File: config.mk
export PLATFORM = sky130hd
export DESIGN_NAME = mod_init_tracker
export DESIGN_NICKNAME = d
export VERILOG_FILES = /design/src/rtl/mod_init_tracker.sv
export SDC_FILE = /design/constraint.sdc
export NUM_CORES = 1
export LEC_CHECK = 0
export ABC_AREA = 0
export BUFFER_PORTS_ARGS = -buffer_cell sky130_fd_sc_hd__buf_2
export CAP_MARGIN = 30
export CORE_MARGIN = 5
export CORE_UTILIZATION = 33
export DETAILED_ROUTE_END_ITERATION = 10
export GPL_TIMING_DRIVEN = 0
export MAX_ROUTING_LAYER = met4
export PLACE_DENSITY = 0.64
export SLEW_MARGIN = 25
export SYNTH_ARGS = -nofsm -noshare
export SYNTH_HDL_FRONTEND = slang
export SYNTH_SLANG_ARGS = --single-unit
File: constraint.sdc
create_clock -name clk -period 3.8 [get_ports clk]
set_input_delay 0.38 -clock clk [delete_from_list [all_inputs] [get_ports clk]]
set_output_delay 0.38 -clock clk [all_outputs]
set_load 0.1 [all_outputs]
File: src/rtl/mod_init_tracker.sv
module mod_init_tracker #(
  parameter int II = 12,
  localparam int LW = $clog2(II),
  localparam int CW = $clog2(II + 1),
  localparam int TW = $clog2(II * II + 1)
) (
  input  logic          clk,
  input  logic          rst_n,
  input  logic          start,
  input  logic [II-1:0] init_set,
  input  logic          req_valid,
  input  logic [LW-1:0] req_lat,
  output logic          resp_valid,
  output logic          resp_accept,
  output logic [II-1:0] perm_set,
  output logic [CW-1:0] init_count,
  output logic [TW-1:0] issue_time,
  output logic          dead
);

  logic [II-1:0] s0_q, set_q;
  logic [CW-1:0] cnt_q;
  logic [TW-1:0] time_q;
  logic          rv_q, ra_q;

  wire [II-1:0] init_clean = init_set & {{(II-1){1'b1}}, 1'b0};
  wire          in_range   = (req_lat != '0) && (32'(req_lat) < II);
  wire [II-1:0] lat_bit    = {{(II-1){1'b0}}, 1'b1} << req_lat;
  wire          hit        = in_range && |(set_q & lat_bit);
  wire [II-1:0] rot        = (set_q >> req_lat) | (set_q << (II - 32'(req_lat)));
  wire          take       = req_valid && !start && hit;

  always_ff @(posedge clk) begin
    if (!rst_n || start) begin
      s0_q   <= init_clean;
      set_q  <= init_clean;
      cnt_q  <= CW'(1);
      time_q <= '0;
      rv_q   <= 1'b0;
      ra_q   <= 1'b0;
    end else begin
      rv_q <= req_valid;
      ra_q <= req_valid && hit;
      if (take) begin
        set_q  <= rot & s0_q;
        cnt_q  <= cnt_q + CW'(1);
        time_q <= time_q + TW'(req_lat);
      end
    end
  end

  assign resp_valid  = rv_q;
  assign resp_accept = ra_q;
  assign perm_set    = set_q;
  assign init_count  = cnt_q;
  assign issue_time  = time_q;
  assign dead        = (set_q == '0);

endmodule

==> run_results.csv <==
group,metric,value,unit
setup_path,r2r_cells,5,
sta,fmax,312,MHz
setup_path,required,3.91,ns
sta,tightest_slew,0.522,ns
detailed_routing,finalWirelength,7740,µm
global_route,grt_pass1_wl,12400,µm
final_layout,multi_input_area,0.00157,mm²
sta,finalCritPeriodShare,0.843,
logic_synthesis,synth_cells,275,
floorplanning,start_util,0.341,
setup_path,max_stage_delay,0.42,ns
detailed_routing,drcViolationCount,0,
power,pwr-share-seq,0.423,
place,portBuffers,44,
floorplanning,dieArea,0.00992,mm²
global_route,grt_pass1_vias,2361,
final_layout,syn_to_final_growth,16.9,%
logic_synthesis,synth_edf_count,22,
sta,setup_viol,0,
power,p_switching,448,µW
logic_synthesis,synth-seq-cells,36,
floorplanning,die_h,99.6,µm
logic_synthesis,yosysTopAreaCell,"edfxtp_1",
clocking,post_cts_buffers,0,
final_layout,n_fill_cell,808,
clocking,clock-sinks,36,
floorplanning,fp.dieW,99.6,µm
clocking,ctsHoldBuffers,0,
floorplanning,core,0.00777,mm²
global_route,grt_max_degree,21,
clocking,numCtsBuffers,5,
logic_synthesis,seq_area_frac_synth,0.355,
final_layout,num-nets-final,358,
status,outcome,"completed",
detailed_routing,detail_route.first_pass.iterations,8,
sta,finalMaxSlewViolations,0,
sta,rsz0062_at_grt,"no",
final_layout,n_antenna_cell,0,
hold_path,whs_endpoint,"s0_q[8]",
setup_path,slowest_stage,"clkbuf_1",
detailed_routing,post_drt_wl_per_cell,18.0,µm
sta,min_period,3.20,ns
sta,max_slew_margin,0.652,
clocking,root_buffer,"clkbuf_8",
hold_path,hp-class,"input port to flop",
global_route,antenna_found_initial,0,
floorplanning,ios,47,
global_route,grtUsageTotal,0.163,
logic_synthesis,synth_nets,307,
logic_synthesis,yosys-top-cells-count,"42 x nand2_1, 24 x a21oi_1, 22 x edfxtp_1",
power,p_sw_frac,0.385,
detailed_routing,drtIter0Drc,240,
clocking,clock_latency,0.28,ns
clocking,cts_tree,"built",
logic_synthesis,syn-cell-area,0.00265,mm²
logic_synthesis,synth.avg_cell_area,9.63,µm²
power,combPwrFrac,0.338,
logic_synthesis,synth_top_cell_area_share,0.249,
detailed_routing,viasPerCell,5.69,
clocking,htree_levels,2,
final_layout,drive_gt1_frac,0.257,
sta,final.setup.tns,0,ns
clocking,clk_pin_slew_worst_paths,0.07,ns
setup_path,r2r-end,"perm_set[8]",
logic_synthesis,synthFlopType,"edfxtp_1",
power,ir_drop,0.264,mV
hold_path,min_from,"init_set[8]",
setup_path,rr_startpoint,"perm_set[5]",
logic_synthesis,synthTopCellsByArea,"edfxtp_1 25%, dfxtp_1 11%, mux4_1 6.0%",
setup_path,r2r_setup_slack,1.47,ns
setup_path,path_cells,"buf_2 -> clkbuf_1 -> inv_1 -> ha_1 -> ha_1 -> clkbuf_1 -> inv_1 -> nor3_1 -> a221oi_1 -> o21ai_0",
setup_path,cp-end-kind,"flop",
hold_path,whs_path_depth,1,
setup_path,cp_max_fo,10,
global_route,gr-total-overflow,0,
clocking,cts_resized,0,
sta,skew,0.00424,ns
setup_path,critPathLaunchType,"input port",
setup_path,path_class,"input port to flop",
power,p_int,716,µW
final_layout,utilization,0.399,
job,maxCapViolCount,0,
logic_synthesis,yosys_warnings,0,
place,place_congestion,0.967,
final_layout,regArea,941,µm²
clocking,cts_buffer_depth,2,
setup_path,cp_top_family,"buffers and inverters",
detailed_routing,vias,2443,
power,p_leak,1.31,nW
setup_path,critPathBufInv,5,
detailed_routing,drtAntennaViolNets,0,
power,cellPowerDensity,376,mW/mm²
setup_path,worstPathArrival,3.31,ns
power,clkPwrFrac,0.239,
floorplanning,rows,32,
sta,final_hold_viol_count,0,
logic_synthesis,ys_types,53,
logic_synthesis,async_reset_ff_frac,0,
logic_synthesis,synth_most_common_cell,"nand2_1",
place,hpwl,5680,µm
-- logic make-up after synthesis --
kind of cell,Yosys count,synth area share
XOR/XNOR,5,0.0165
AND/OR/NAND/NOR,87,0.150
multiplexers,29,0.176
buffers and inverters,30,0.0562
other,1,0.00142
adder cells (fa/ha/maj),12,0.0595
AO/OA/AOI/OAI,75,0.185
flip-flops,36,0.355
-- layout by cell type (no fill, tap or decap), types with 4 or more instances in the layout --
cell type | synthesis | layout
nand2_1 | 42 | 42
buf_2 | 6 | 50
a21oi_1 | 24 | 24
clkbuf_1 | 8 | 8
ha_1 | 11 | 11
mux4_1 | 6 | 6
mux2i_1 | 6 | 6
a31oi_1 | 7 | 7
nand3_1 | 7 | 7
xnor2_1 | 4 | 4
clkbuf_8 | 1 | 7
dfxtp_1 | 14 | 14
inv_1 | 9 | 9
nor2_1 | 15 | 15
mux4_2 | 5 | 5
o21ai_0 | 13 | 13
a222oi_1 | 5 | 5
mux2_2 | 12 | 12
edfxtp_1 | 22 | 22
-- metal layers --
layer,up-vias,share of wire,global-route usage,routed length (µm)
li1,1148,-,-,-
met1,1158,0.45,0.229,3520
met2,128,0.43,0.235,3360
met3,9,0.096,0.0344,744
met4,0,0.015,0.0525,119
met5,-,0,-,0
-- power groups by stage --
stage | logic, mW | registers [mW] | clock network [mW]
finish | 0.394 | 0.493 | 0.278
global route | 0.422 | 0.495 | 0.308
detailed placement | 0.387 | 0.499 | 0
floorplan | 0.192 | 0.594 | 0
CTS | 0.390 | 0.490 | 0.290
global placement | 0.389 | 0.498 | 0
-- cell type report --
type | instances | area share
flip-flops and latches | 36 | 0.304
well taps | 102 | 0.0412
multi-input cells | 209 | 0.506
inverters | 12 | 0.0146
repair buffers | 44 | 0.0711
clock inverters | 2 | 0.00323
plain buffers | 18 | 0.0335
clock buffers | 6 | 0.0267
-- how the worst max path moves through the flow --
stage	slack [ns]	from	depth (start not counted)	end
after floorplan	0.49	perm_set[6]	3	dead
after global placement	0.38	req_lat[1]	10	perm_set[3]
after detailed placement	0.29	req_lat[1]	10	perm_set[3]
after CTS	0.63	req_lat[1]	10	perm_set[3]
after global routing	0.42	req_lat[1]	10	perm_set[3]
final	0.60	req_lat[1]	10	perm_set[3]
-- registers in the layout (all words and copies together) (netlist names) --
signal and count:
s0_q 11, resp_accept 1, init_count 4, issue_time 8
resp_valid 1, perm_set 11
-- stage by stage --
stage	std cells	total power [mW]	worst slack [ns]	area (µm²)	hold slack (ns)
floorplan	275	0.787	0.487	2660	0.479
global placement	421	0.887	0.377	3000	0.457
detailed placement	421	0.886	0.294	3000	0.461
CTS	429	1.17	0.626	3100	0.278
global route	429	1.22	0.420	3100	0.273
finish	429	1.16	0.598	3100	0.287
(Power assumes the default switching activity.)
